--- src/rtl/bitlogic_pkg.sv ---
package bitlogic_pkg;

    typedef enum logic [2:0] {
        OP_AND  = 3'd0,
        OP_OR   = 3'd1,
        OP_XOR  = 3'd2,
        OP_ANDN = 3'd3,
        OP_NOT  = 3'd4,
        OP_NEG  = 3'd5
    } op_e;

    typedef enum logic {
        ST_IDLE   = 1'b0,
        ST_RESULT = 1'b1
    } state_e;

    localparam int FL_W  = 6;
    localparam int FL_CF = 0;
    localparam int FL_PF = 1;
    localparam int FL_AF = 2;
    localparam int FL_ZF = 3;
    localparam int FL_SF = 4;
    localparam int FL_OF = 5;

    localparam int N_WIDTHS = 4;

    function automatic logic is_logic_op(input logic [2:0] op);
        return (op == OP_AND) || (op == OP_OR) || (op == OP_XOR) || (op == OP_ANDN);
    endfunction

endpackage

--- src/rtl/bl_operand_prep.sv ---
module bl_operand_prep
    import bitlogic_pkg::*;
#(
    parameter int VEC_W  = 128,
    parameter int IMM_W  = 32,
    parameter int SCAL_W = 64
) (
    input  logic             pk_i,
    input  logic             imm_sel_i,
    input  logic             imm_wide_i,
    input  logic [1:0]       wsel_i,
    input  logic [IMM_W-1:0] imm_i,
    input  logic [VEC_W-1:0] dst_i,
    input  logic [VEC_W-1:0] src_i,
    output logic [VEC_W-1:0] mask_o,
    output logic [VEC_W-1:0] a_o,
    output logic [VEC_W-1:0] b_o
);

    localparam int PK_NARROW = VEC_W / 2;

    logic [VEC_W-1:0] wmask [N_WIDTHS];
    logic [VEC_W-1:0] sx_short;
    logic [VEC_W-1:0] sx_long;
    logic [VEC_W-1:0] mask;
    logic [VEC_W-1:0] b_sel;

    // One mask per scalar width: 8 << g bits set
    for (genvar g = 0; g < N_WIDTHS; g++) begin : g_wmask
        assign wmask[g] = {{(VEC_W - (8 << g)){1'b0}}, {(8 << g){1'b1}}};
    end

    assign sx_short = {{(VEC_W - 8){imm_i[7]}}, imm_i[7:0]};
    assign sx_long  = {{(VEC_W - IMM_W){imm_i[IMM_W-1]}}, imm_i};

    always_comb begin
        if (pk_i) begin
            mask  = (wsel_i == 2'd3) ? {{(VEC_W - PK_NARROW){1'b0}}, {PK_NARROW{1'b1}}}
                                     : {VEC_W{1'b1}};
            b_sel = src_i;
        end else begin
            mask  = wmask[wsel_i];
            b_sel = imm_sel_i ? (imm_wide_i ? sx_long : sx_short) : src_i;
        end
    end

    assign mask_o = mask;
    assign a_o    = dst_i & mask;
    assign b_o    = b_sel & mask;

endmodule

--- src/rtl/bl_logic_core.sv ---
module bl_logic_core
    import bitlogic_pkg::*;
#(
    parameter int VEC_W = 128
) (
    input  logic [2:0]       op_i,
    input  logic [VEC_W-1:0] a_i,
    input  logic [VEC_W-1:0] b_i,
    input  logic [VEC_W-1:0] mask_i,
    output logic [VEC_W-1:0] res_o
);

    logic [VEC_W-1:0] raw;

    always_comb begin
        unique case (op_i)
            OP_AND:  raw = a_i & b_i;
            OP_OR:   raw = a_i | b_i;
            OP_XOR:  raw = a_i ^ b_i;
            OP_ANDN: raw = ~a_i & b_i;
            OP_NOT:  raw = ~a_i;
            OP_NEG:  raw = ~a_i + VEC_W'(1);
            default: raw = '0;
        endcase
    end

    assign res_o = raw & mask_i;

endmodule

--- src/rtl/bl_flag_gen.sv ---
module bl_flag_gen
    import bitlogic_pkg::*;
#(
    parameter int SCAL_W = 64
) (
    input  logic [2:0]        op_i,
    input  logic [1:0]        wsel_i,
    input  logic [SCAL_W-1:0] a_i,
    input  logic [SCAL_W-1:0] res_i,
    input  logic [FL_W-1:0]   flags_q_i,
    output logic [FL_W-1:0]   flags_d_o
);

    logic [N_WIDTHS-1:0] r_top;
    logic [N_WIDTHS-1:0] a_top;
    logic sf, zf, pf;

    for (genvar g = 0; g < N_WIDTHS; g++) begin : g_top
        assign r_top[g] = res_i[(8 << g) - 1];
        assign a_top[g] = a_i[(8 << g) - 1];
    end

    assign sf = r_top[wsel_i];
    assign zf = (res_i == '0);
    assign pf = ~^res_i[7:0];

    always_comb begin
        flags_d_o = flags_q_i;
        if (is_logic_op(op_i)) begin
            flags_d_o[FL_OF] = 1'b0;
            flags_d_o[FL_CF] = 1'b0;
            flags_d_o[FL_SF] = sf;
            flags_d_o[FL_ZF] = zf;
            flags_d_o[FL_PF] = pf;
        end else if (op_i == OP_NEG) begin
            flags_d_o[FL_CF] = (a_i != '0);
            flags_d_o[FL_OF] = a_top[wsel_i] & sf;
            flags_d_o[FL_AF] = (a_i[3:0] != 4'd0);
            flags_d_o[FL_SF] = sf;
            flags_d_o[FL_ZF] = zf;
            flags_d_o[FL_PF] = pf;
        end
    end

endmodule

--- src/rtl/bitlogic_unit.sv ---
module bitlogic_unit
    import bitlogic_pkg::*;
#(
    parameter int VEC_W  = 128,
    parameter int IMM_W  = 32,
    parameter int SCAL_W = 64
) (
    input  logic             clk,
    input  logic             rst_n,
    input  logic             vld_i,
    input  logic [2:0]       op_i,
    input  logic [1:0]       wsel_i,
    input  logic             pk_i,
    input  logic             imm_sel_i,
    input  logic             imm_wide_i,
    input  logic [IMM_W-1:0] imm_i,
    input  logic [VEC_W-1:0] dst_i,
    input  logic [VEC_W-1:0] src_i,
    output logic [VEC_W-1:0] res_o,
    output logic [FL_W-1:0]  flags_o,
    output logic             res_vld_o
);

    logic [VEC_W-1:0] mask, a_m, b_m, res_d, res_q;
    logic [FL_W-1:0]  flags_d, flags_q;
    logic             op_legal, accept;
    state_e           state_q, state_d;

    bl_operand_prep #(.VEC_W(VEC_W), .IMM_W(IMM_W), .SCAL_W(SCAL_W)) u_prep (
        .pk_i       (pk_i),
        .imm_sel_i  (imm_sel_i),
        .imm_wide_i (imm_wide_i),
        .wsel_i     (wsel_i),
        .imm_i      (imm_i),
        .dst_i      (dst_i),
        .src_i      (src_i),
        .mask_o     (mask),
        .a_o        (a_m),
        .b_o        (b_m)
    );

    bl_logic_core #(.VEC_W(VEC_W)) u_core (
        .op_i   (op_i),
        .a_i    (a_m),
        .b_i    (b_m),
        .mask_i (mask),
        .res_o  (res_d)
    );

    bl_flag_gen #(.SCAL_W(SCAL_W)) u_flags (
        .op_i      (op_i),
        .wsel_i    (wsel_i),
        .a_i       (a_m[SCAL_W-1:0]),
        .res_i     (res_d[SCAL_W-1:0]),
        .flags_q_i (flags_q),
        .flags_d_o (flags_d)
    );

    assign op_legal = (op_i <= OP_NEG) && !(pk_i && (op_i == OP_NEG));
    assign accept   = vld_i && op_legal;

    // Controller: next state
    always_comb begin
        unique case (state_q)
            ST_IDLE:   state_d = accept ? ST_RESULT : ST_IDLE;
            ST_RESULT: state_d = accept ? ST_RESULT : ST_IDLE;
            default:   state_d = ST_IDLE;
        endcase
    end

    // Controller: state register
    always_ff @(posedge clk or negedge rst_n) begin
        if (!rst_n) state_q <= ST_IDLE;
        else        state_q <= state_d;
    end

    // Controller: outputs
    always_comb begin
        res_vld_o = (state_q == ST_RESULT);
    end

    // Datapath registers
    always_ff @(posedge clk or negedge rst_n) begin
        if (!rst_n) begin
            res_q   <= '0;
            flags_q <= '0;
        end else if (accept) begin
            res_q <= res_d;
            if (!pk_i) flags_q <= flags_d;
        end
    end

    assign res_o   = res_q;
    assign flags_o = flags_q;

    // valid follows acceptance by exactly one cycle
    a_r8_vld_tracks_accept: assert property (@(posedge clk) disable iff (!rst_n)
        accept |=> res_vld_o);
    a_r8_no_vld_without_accept: assert property (@(posedge clk) disable iff (!rst_n)
        !accept |=> !res_vld_o);

    // rejected strobes leave result and status untouched
    a_r7_reject_holds: assert property (@(posedge clk) disable iff (!rst_n)
        (vld_i && !op_legal) |=> ($stable(res_o) && $stable(flags_o)));

    // logic ops clear carry and overflow
    a_r2_logic_clears_cf_of: assert property (@(posedge clk) disable iff (!rst_n)
        (accept && !pk_i && is_logic_op(op_i)) |=> (!flags_o[FL_CF] && !flags_o[FL_OF]));

    // NOT keeps every flag
    a_r3_not_keeps_flags: assert property (@(posedge clk) disable iff (!rst_n)
        (accept && op_i == OP_NOT) |=> $stable(flags_o));

    // packed mode never writes flags
    a_r6_packed_keeps_flags: assert property (@(posedge clk) disable iff (!rst_n)
        (accept && pk_i) |=> $stable(flags_o));

    // NEG carry reflects a nonzero operand
    a_r4_neg_carry: assert property (@(posedge clk) disable iff (!rst_n)
        (accept && !pk_i && op_i == OP_NEG) |=> (flags_o[FL_CF] == ($past(a_m) != '0)));

endmodule

--- config.mk ---
export PLATFORM = sky130hd
export DESIGN_NAME = bitlogic_unit
export DESIGN_NICKNAME = d
export VERILOG_FILES = /design/src/rtl/bitlogic_pkg.sv /design/src/rtl/bl_operand_prep.sv /design/src/rtl/bl_logic_core.sv /design/src/rtl/bl_flag_gen.sv /design/src/rtl/bitlogic_unit.sv
export SDC_FILE = /design/constraint.sdc
export NUM_CORES = 1
export LEC_CHECK = 0
export ABC_AREA = 0
export CAP_MARGIN = 20
export CORE_ASPECT_RATIO = 1.2
export CORE_MARGIN = 10
export CORE_UTILIZATION = 25
export DETAILED_ROUTE_END_ITERATION = 10
export DONT_BUFFER_PORTS = 1
export PLACE_DENSITY = 0.4
export SYNTH_ARGS = -nofsm -noshare
export SYNTH_HDL_FRONTEND = slang
export SYNTH_HIERARCHICAL = 1
export SYNTH_SLANG_ARGS = --single-unit
--- constraint.sdc ---
create_clock -name clk -period 0.8 [get_ports clk]
set_input_delay 0.16 -clock clk [delete_from_list [all_inputs] [get_ports clk]]
set_output_delay 0.16 -clock clk [all_outputs]
set_load 0.03 [all_outputs]
* After elaboration in Yosys (flattened, before gate mapping) *
Index checks and enable logic that the tools add are counted.

operators by class
  $add $sub $neg = 1
  $lt $le $gt $ge = 3
  equality and inequality tests = 6
  mux-type cells = 17
  bitwise operators = 12
  reduce and logical (&&, ||, !) cells = 15

operator list
  cell                                                                  number
  128-bit 2-to-1 mux                                                    7
  128-bit case mux with 6 select lines                                  1
  128-bit bitwise AND                                                   5
  128-bit binary-select mux with 2-bit select                           1
  128-bit by 1-bit adder with 128-bit output, second input constant     1
  128-bit NOT                                                           1
  128-bit bitwise OR                                                    1
  128-bit XOR                                                           1
  64-bit zero test                                                      1
  64-bit nonzero test                                                   1
  8-bit XNOR reduction                                                  1
  3-bit by 2-bit == test with 1-bit output, second input constant       2
  3-bit == test, second input constant                                  2
  6-bit 2-to-1 mux                                                      1
  1-bit binary-select mux with 2-bit select                             2
  4-bit AND reduction                                                   1
  4-bit nonzero test                                                    1
  3-bit by 1-bit == test with 1-bit output, second input constant       1
  3-bit greater-or-equal comparator, second input constant              1
  3-bit less-or-equal comparator, second input constant                 1
  1-bit logical AND                                                     3
  3-bit zero test                                                       1
  1-bit logical OR                                                      3
  2-bit by 3-bit < comparator with 1-bit output, second input constant  1
  other kinds (10)                                                      13

word-level totals
  bits in registers = 135
  input bits = 299
  output and inout port bits = 135
  logic and storage cells = 58

* Longest topological paths before layout *
Gate-level depths: netlist of run 1.

  word-level depth = 15
  mapped depth = 20
  mapped depth without buffers = 18

* Modules after synthesis *
The synthesis of run 1 kept the hierarchy.

modules (own cells, without submodules)
  module           instances  cells each  area each (um2)  seq. area each (um2)
  bl_logic_core    1          2046        11702.5          0.0
  bitlogic_unit    1          288         5098.6           3378.2
  bl_operand_prep  1          527         3128.0           0.0
  bl_flag_gen      1          80          521.8            0.0

* Least setup slack after synthesis of run 1 *
Ideal clock, no wire load.

  path type = in2reg
  start point = input pk_i
  end point = register flags_q[5], in the netlist flags_o[5]
  library setup time = 0.125 ns
  data arrival time = 4.085 ns
  data required time = 0.675 ns
  setup slack = -3.410 ns
  stages on the path = 16
  path buffers = 3
  path through = or2_1 buf_2 clkbuf_1 and2_1 or4_1 or3_1 or3_1 buf_2 nand3b_1 or3_1 a31oi_1 nor2_1 mux4_2 nand3_1 o21ai_0 mux2_2

between the ends
  cells in the longest elaborated chain, start to end = 11
  elaborated cells between the ends (all ways) = 25
  classes of those cells = add/sub (1); mux (9); bitwise (10); reduce/logical (5)

ends and longest elaborated chain
  element                                     line                   text
  from (decl)                                 bitlogic_unit.sv:13    input logic pk_i,
  128-bit 2-to-1 mux                          bl_operand_prep.sv:37  if (pk_i) begin
  128-bit bitwise AND                         bl_operand_prep.sv:48  assign a_o = dst_i & mask;
  named net a_m[20]                           bitlogic_unit.sv:24    logic [VEC_W-1:0] mask, a_m, b_m, res_d, res_q;
  128-bit NOT                                 bl_logic_core.sv:22    OP_NEG: raw = ~a_i + VEC_W'(1);
  128-bit by 1-bit adder with 128-bit output  bl_logic_core.sv:22
  128-bit case mux with 6 select lines        bl_logic_core.sv:16    unique case (op_i)
  128-bit bitwise AND                         bl_logic_core.sv:27    assign res_o = raw & mask_i;
  named net res_d[63]                         bitlogic_unit.sv:24
  1-bit binary-select mux with 2-bit select   bl_flag_gen.sv:23      assign sf = r_top[wsel_i];
  1-bit 2-to-1 mux (implied by the code)      bl_flag_gen.sv:23
  1-bit bitwise AND                           bl_flag_gen.sv:37      flags_d_o[FL_OF] = a_top[wsel_i] & sf;
  6-bit 2-to-1 mux                            bl_flag_gen.sv:35      end else if (op_i == OP_NEG) begin
  3-bit 2-to-1 mux                            bl_flag_gen.sv:29      if (is_logic_op(op_i)) begin
  named net flags_d[5]                        bitlogic_unit.sv:25    logic [FL_W-1:0] flags_d, flags_q;
  to (signal assigned)                        bitlogic_unit.sv:89    if (!pk_i) flags_q <= flags_d;
  to (decl)                                   bitlogic_unit.sv:25

The timed path passes the listed nets, and every way through them passes these cells. The select of a mux whose other input is x is not followed.
A chain may end at the register's enable or synchronous reset.

* Worst setup path after layout of run 1 *
  start point = input pk_i
  end point = register flags_q[3], in the netlist flags_o[3]

between the ends
  cells in the longest elaborated chain, start to end = 9
  elaborated cells between the ends (all ways) = 21
  classes of those cells = add/sub (1); mux (5); bitwise (9); reduce/logical (6)

ends and longest elaborated chain
  element                                         line                   text
  128-bit 2-to-1 mux (*)                          bl_operand_prep.sv:37
  128-bit bitwise AND (*)                         bl_operand_prep.sv:48
  named net a_m[22]                               bitlogic_unit.sv:24
  128-bit NOT (*)                                 bl_logic_core.sv:22
  128-bit by 1-bit adder with 128-bit output (*)  bl_logic_core.sv:22
  128-bit case mux with 6 select lines (*)        bl_logic_core.sv:16
  128-bit bitwise AND (*)                         bl_logic_core.sv:27
  named net res_d[37]                             bitlogic_unit.sv:24
  64-bit zero test (*)                            bl_flag_gen.sv:24      assign zf = (res_i == '0);
  6-bit 2-to-1 mux                                bl_flag_gen.sv:35
  3-bit 2-to-1 mux (*)                            bl_flag_gen.sv:29
  named net flags_d[3]                            bitlogic_unit.sv:25

The timed path passes the listed nets; every way through them passes the cells marked *. The select of a mux whose other input is x is not followed.

==> results.txt, run 1 <==
Clock slew at reported path FFs = 0.09 ns
Post-synthesis cell type count = 84
WL final = 118500 µm
Post-route minimum period = 3.472 ns
Crit path kind = in -> reg
Initial antenna violation count = 43
FP Rows = 114
Residual DRC = 0
Final ANT Viol Nets = 0
H-Tree Depth = 4
Clock sink count = 135
Nets = 4062
CTS tree = built
Mean Syn Cell Area = 6.954 µm²
First DRT Iteration DRCs = 1752
RSZ-0062 raised after global routing = yes
Hold-fix buffers, CTS = 1
Pleak = 14.41 nW
Wire per inst = 25.17 µm
Final clock skew = 0 ns
Hold/Removal Path Class = in -> async
Hold slack = -0.6564 ns
R2R Setup Slk = -0.14 ns
Synth warn = 6
Total power = 36.31 mW
Critical path startpoint category = input port
IO Pins = 434
Number of non-filler instances in the completed layout = 4708
First-pass DRT Iterations = 5
P&R area growth vs syn = 54.15%
PD cells = 1152 nW/µm²
Cells after synthesis = 2941
Core area = 80880 µm²
Main flop type after synthesis = dfrtp_1
Worst Path Max Fanout = 9
Fmax = 288.1 MHz
Vias/cell = 5.262
Slew margin rel. = 51.02%
Worst skew pair latency = 0.51 ns
Least-Margin Pin Slew = 0.7329 ns
Root Driver = clkbuf_16
Final WS setup = -2.672 ns
Number of buffers inserted by port buffering = 0
Register area share after synthesis = 16.52%
Post-synth top area share = 16.52%
Synthesis-stage register bit count = 135
Largest net degree at the start of global routing = 165
Number of global-route vias before repair = 24840
Failing checks = hold timing, setup timing
Fin. Hold Viols = 135
Most area-consuming cells after synthesis = dfrtp_1, ha_1, and2_1
Syn Std Cell Area = 20450 µm²
Synth area leader = dfrtp_1
Congestion Overflow GR = 0
Fillcell total = 8359
Post-DP HPWL = 90300 µm
Critical Path AT = 3.94 ns
Max Slew Vio Count = 0
Die X-Extent = 281.1 µm
Final RePlAce weighted congestion = 0.9436
Final setup vio count = 269
Outcome = finished with violations
Total track usage = 24.23%
EDFF count, synth = 0
Fin crit share = 433.9%
Clock buffer depth = 2
Layout cell share with drive strength beyond 1 = 40.10%
Worst EP required = 1.27 ns
Worst VDD drop = 1602 µV
Max-cap violations = 0
First-pass GRT wire length = 169600 µm
Total die area = 93690 µm²
Crit path capture type = flip-flop
Async set-reset flop share out of synthesis = 100.0%
Initial core utilization = 25.29%
Vias = 24780
TritonCTS Buffers = 17
Placed cell count = 4559
Die H = 333.3 µm
-- timing repair --
action / in CTS / in global routing
cloned: 8 / 1
resized for setup: 324 / 246
pin swaps: 154 / 162
setup endpoints to repair: 269 / 269
setup buffers: 57 / 54
hold endpoints to repair: 138 / 135
-- cells in the final DEF (no fill, tap or decap), types with 17 or more instances in the layout --
cell / netlist / layout
mux2_4: 10 / 91
buf_6: 17 / 81
buf_4: 137 / 852
nor4_4: 1 / 32
nand2_1: 268 / 251
diode_2: 0 / 21
a221oi_1: 60 / 60
nor3_4: 0 / 22
clkbuf_16: 0 / 18
o22ai_1: 98 / 98
o21ai_0: 99 / 86
ha_1: 133 / 128
xnor2_2: 0 / 21
nand3_1: 69 / 47
nor4_1: 76 / 33
nor2b_1: 73 / 62
nor3_1: 65 / 33
inv_1: 284 / 274
a31oi_1: 65 / 59
mux2_1: 100 / 32
dfrtp_1: 135 / 135
and2_4: 0 / 23
nor2_1: 303 / 276
and2_1: 189 / 164
buf_12: 0 / 38
a21oi_1: 200 / 189
nand4_1: 48 / 48
xnor2_1: 84 / 62
or4_4: 2 / 17
nor2_4: 0 / 18
-- cell type report --
type                       count  area, µm²  share of cell area (%)
clock inverter                10      168.9                  0.5358
multi-input combinational   2199      16640                   52.78
sequential                   135       3378                   10.72
inverter                     285       1079                   3.421
tap                         1044       1306                   4.144
clock buffer                  22      464.2                   1.473
timing repair buffer         992       8436                   26.76
antenna                       21      52.55                  0.1667
-- power by group --
| part | switching [mW] | leakage (nW) | internal, mW |
|---|---|---|---|
| Sequential | 0.536 | 1.81 | 7.67 |
| Clock | 3.88 | 0.309 | 5.40 |
| Combinational | 10.2 | 12.3 | 8.62 |
-- synth_stat cells, drive strengths merged, types with 9 or more instances --
library cell / instances
nor2: 304
inv: 285
nand2: 269
a21oi: 201
buf: 197
and2: 189
mux2: 138
dfrtp: 135
clkbuf: 134
ha: 133
o21ai: 105
o22ai: 98
xnor2: 84
nor4: 79
nor2b: 73
nand3: 71
nor3: 67
a31oi: 65
a221oi: 60
nand4: 48
or4: 27
or3: 18
o31ai: 17
o32ai: 17
and3: 13
nor4b: 12
o211ai: 9
-- per-layer routing --
| metal | GRT usage (%) | share of wire, % | vias to the layer above |
|---|---|---|---|
| met5 | 0 | 0.19 | - |
| met4 | 8.828 | 3.2 | 34 |
| met3 | 5.149 | 6.0 | 162 |
| met2 | 43.74 | 51 | 838 |
| met1 | 27.52 | 40 | 12200 |
| li1 | - | - | 11540 |
-- sequential cells by signal (all words and copies together) (netlist names) --
register / cells
res_vld_o: 1
res_o: 128
flags_o: 6
-- worst paths after layout --
kind                                         from                endpoint  cells past startpoint
setup / recovery                             pk_i  flags_o[3]$_DFFE_PN0P_                     17
hold / removal                              rst_n  res_o[111]$_DFFE_PN0P_                      0
setup reg to reg           flags_o[0]$_DFFE_PN0P_  flags_o[0]$_DFFE_PN0P_                      3
hold reg to reg              res_o[5]$_DFFE_PN0P_    res_o[5]$_DFFE_PN0P_                      1
max in group asynchronous                   rst_n   res_o[51]$_DFFE_PN0P_                      0
min in group clk                         dst_i[4]  flags_o[0]$_DFFE_PN0P_                      5
-- worst max-delay path, stage by stage --
cell	delay, ns
or2_4	0.28
and2_4	0.17
or4_4	0.52
or3_4	0.44
nor3_4	0.18
buf_6	0.16
buf_6	0.13
nand2_4	0.07
xnor2_2	0.16
a21oi_2	0.13
nor2_2	0.07
nor4_2	0.29
buf_4	0.19
nand2_2	0.04
or4_4	0.54
o41ai_2	0.21
mux2_4	0.20
-- metrics by stage --
| stage | hold slack (ns) | area (µm²) | util, % | setup WS (ns) | TNS (ns) |
|---|---|---|---|---|---|
| 6_report | -0.6564 | 31520 | 38.98 | -2.672 | -307.84 |
| 4_1_cts | -0.7135 | 30140 | 37.26 | -2.573 | -309.96 |
| 5_1_grt | -0.6812 | 31510 | 38.97 | -2.747 | -323.48 |
| 3_5_place_dp | -0.1264 | 27410 | 33.89 | -3.630 | -357.28 |
| 3_3_place_gp | -0.1270 | 27410 | 33.89 | -3.672 | -355.61 |
| 2_1_floorplan | -0.1356 | 20970 | - | -3.221 | -286.81 |
-- kinds of logic (layout without fill, tap and decap cells) --
family                   Yosys count  count (layout)  synth area share [%]
flip-flops                       135             135                 16.52
AND/OR/NAND/NOR                 1204            1205                 29.89
AO/OA/AOI/OAI                    625             626                 19.05
other                              1              29               0.01834
buffers and inverters            616            1309                 14.59
multiplexers                     142             142                 8.161
adder cells (fa/ha/maj)          133             133                 8.137
XOR/XNOR                          85              85                 3.640
No activity file was read; power rests on OpenSTA's default activity.
==> run 2: changes to the inputs <==
- CORE_MARGIN: 10 -> 3
- SYNTH_HIERARCHICAL: 1 -> unset
==> run 2 against run 1 <==
The run still ends with hold timing, setup timing left. Via count down 11%. Non-clock buffer count down 201. Clock power down 3.7%. Final cell count down 18%. Sequential power about the same. Power down 9.7%. Setup slack better by 0.052 ns. Flip-flop and latch count unchanged. Global-route usage up 5.3 points.
==> results.txt, run 2 <==
Async set-reset flop share out of synthesis = 100.0%
Fin. Hold Viols = 143
Most frequent cells in the layout = buf_4, nand2_1, nor2_1
First-pass DRT Iterations = 6
WL final = 107800 µm
Final core utilization = 41.38%
Crit path capture type = flip-flop
CTS tree = built
Final RePlAce weighted congestion = 0.9342
Total track usage = 29.52%
Worst EP required = 1.26 ns
Slew margin rel. = 44.70%
Fin crit share = 427.5%
Final WS setup = -2.620 ns
First-pass GRT wire length = 153300 µm
Crit path kind = in -> reg
Least-Margin Pin Slew = 0.8294 ns
Worst skew pair latency = 0.50 ns
Hold-fix buffers, CTS = 49
Critical path startpoint category = input port
Max-cap violations = 0
Flip-flop and latch area = 3378 µm²
Total die area = 70230 µm²
Congestion Overflow GR = 0
Pleak = 11.26 nW
Initial core utilization = 25.36%
Syn Std Cell Area = 16770 µm²
Failing checks = hold timing, setup timing
Fillcell total = 6714
Cells along the critical path = nor2b_4, buf_12, buf_8, mux2i_4, ha_1, a22oi_1, o22ai_1, a211oi_2, ha_2, nand4_1, nor2_1, o21ai_1, a211oi_1, or4bb_1, or4_4, nor4b_4, a32o_1
P&R area growth vs syn = 63.16%
RSZ-0062 raised after global routing = yes
R2R Setup Slk = 0 ns
Post-Place Setup Slack = -3.482 ns
Layout cell share with drive strength beyond 1 = 40.94%
Mean Syn Cell Area = 7.184 µm²
Final clock skew = 0 ns
Final ANT Viol Nets = 0
Wire per inst = 28.07 µm
First DRT Iteration DRCs = 1736
Hold/Removal Path Class = in -> async
Fmax = 292.4 MHz
CP max stage delay = 0.57 ns
FP Rows = 103
Critical Path AT = 3.88 ns
Nets = 3365
Synth area leader = dfrtp_1
Synthesis-stage register bit count = 135
Worst r2r src = res_o[24]$_DFFE_PN0P_
Initial antenna violation count = 3
Cells after synthesis = 2334
Max FFs per register = 128
Commonest non-fill, non-tap cell in the layout = buf_4
Number of global-route vias before repair = 22390
Final setup vio count = 270
Reg2reg end = res_o[24]$_DFFE_PN0P_
Vias = 22130
Residual DRC = 0
Die X-Extent = 242.4 µm
Post-synthesis cell type count = 93
Main flop type after synthesis = dfrtp_1
Max Slew Vio Count = 0
Synth warn = 0
Worst Reg-to-Reg Cells = 1
Clock buffer depth = 2
Register area share after synthesis = 20.15%
IO Pins = 434
Post-synth top area share = 20.15%
EDFF count, synth = 0
Worst Path Max Fanout = 7
Area of the multi-input gates = 15080 µm²
Worst VDD drop = 1416 µV
Post-DP HPWL = 79370 µm
CP max stage cell = or4_4
Outcome = finished with violations
PD cells = 1198 nW/µm²
Placed cell count = 3677
Core area = 66110 µm²
TritonCTS Buffers = 17
Most frequent cells after synthesis = nand2_1, o21ai_0, nor2_1, a21oi_1, clkbuf_1
Root Driver = clkbuf_16
Syn nets = 2766
Number of buffers inserted by port buffering = 0
Hold slack = -0.6466 ns
Vias/cell = 5.762
Clock sink count = 135
Most frequent cell after synthesis = nand2_1
Die H = 289.7 µm
Clock slew at reported path FFs = 0.09 ns
Post-route minimum period = 3.420 ns
Number of non-filler instances in the completed layout = 3841
H-Tree Depth = 4
Most area-consuming cells after synthesis = dfrtp_1, ha_1, nand2_1
Largest net degree at the start of global routing = 136
-- run 2: worst max-delay path by stage --
stage | from | endpoint | slack, ns | cells past startpoint
global placement | imm_sel_i | flags_o[3]$_DFFE_PN0P_ | -3.39 | 17
CTS | imm_sel_i | flags_o[3]$_DFFE_PN0P_ | -2.53 | 17
finish | imm_sel_i | flags_o[3]$_DFFE_PN0P_ | -2.62 | 17
floorplan | imm_sel_i | flags_o[3]$_DFFE_PN0P_ | -3.20 | 21
detailed placement | imm_sel_i | flags_o[3]$_DFFE_PN0P_ | -3.48 | 16
global route | imm_sel_i | flags_o[3]$_DFFE_PN0P_ | -2.70 | 17
-- run 2: kinds of logic (layout without fill, tap and decap cells) --
group | Yosys count | count (layout) | share of synthesized area (%)
AO/OA/AOI/OAI | 811 | 811 | 33.21
XOR/XNOR | 59 | 59 | 3.082
adder cells (fa/ha/maj) | 133 | 133 | 9.925
buffers and inverters | 234 | 846 | 5.746
flip-flops | 135 | 135 | 20.15
multiplexers | 44 | 44 | 2.761
other | 0 | 3 | 0
AND/OR/NAND/NOR | 918 | 918 | 25.13
-- run 2: critical path: cells and delay by family --
family / cells / cell delay [ns]
AO/OA/AOI/OAI: 6 / 0.98
adder cells (fa/ha/maj): 2 / 0.46
buffers and inverters: 2 / 0.28
multiplexers: 1 / 0.22
AND/OR/NAND/NOR: 6 / 1.77
-- run 2: per-stage QoR --
step / instance area (µm²) / TNS (ns) / power (mW)
2_1_floorplan: 18620 / -201.71 / 16.21
3_3_place_gp: 23560 / -262.22 / 21.75
3_5_place_dp: 23560 / -264.95 / 21.98
4_1_cts: 25690 / -211.15 / 31.94
5_1_grt: 27360 / -231.51 / 34.31
6_report: 27360 / -220.07 / 32.77
-- run 2: metal layers --
metal,vias up,track usage (%),wire (µm)
li1,9981,-,-
met1,11000,34.86,43220
met2,929,50.66,51400
met3,218,6.690,7735
met4,0,14.55,5477
met5,-,0,0
-- run 2: power breakdown --
part	internal [mW]	switching, mW	leakage (nW)
clock	4.73	4.22	0.294
combinational	7.14	8.51	9.16
sequential	7.59	0.583	1.80
-- run 2: layout make-up --
class,instances,area share [%]
Antenna cell,3,0.02744
Clock buffer,17,1.555
Clock inverter,15,0.6632
Inverter,23,0.3613
Multi-Input combinational cell,1965,55.11
Sequential cell,135,12.35
Tap cell,892,4.080
Timing Repair Buffer,791,25.86
-- run 2: repair_timing --
item                       in CTS  in global routing
gates cloned                    4                  1
buffers inserted               22                 71
resized for setup             168                281
setup endpoints to repair     270                270
pin swaps                      61                147
hold endpoints to repair      190                143
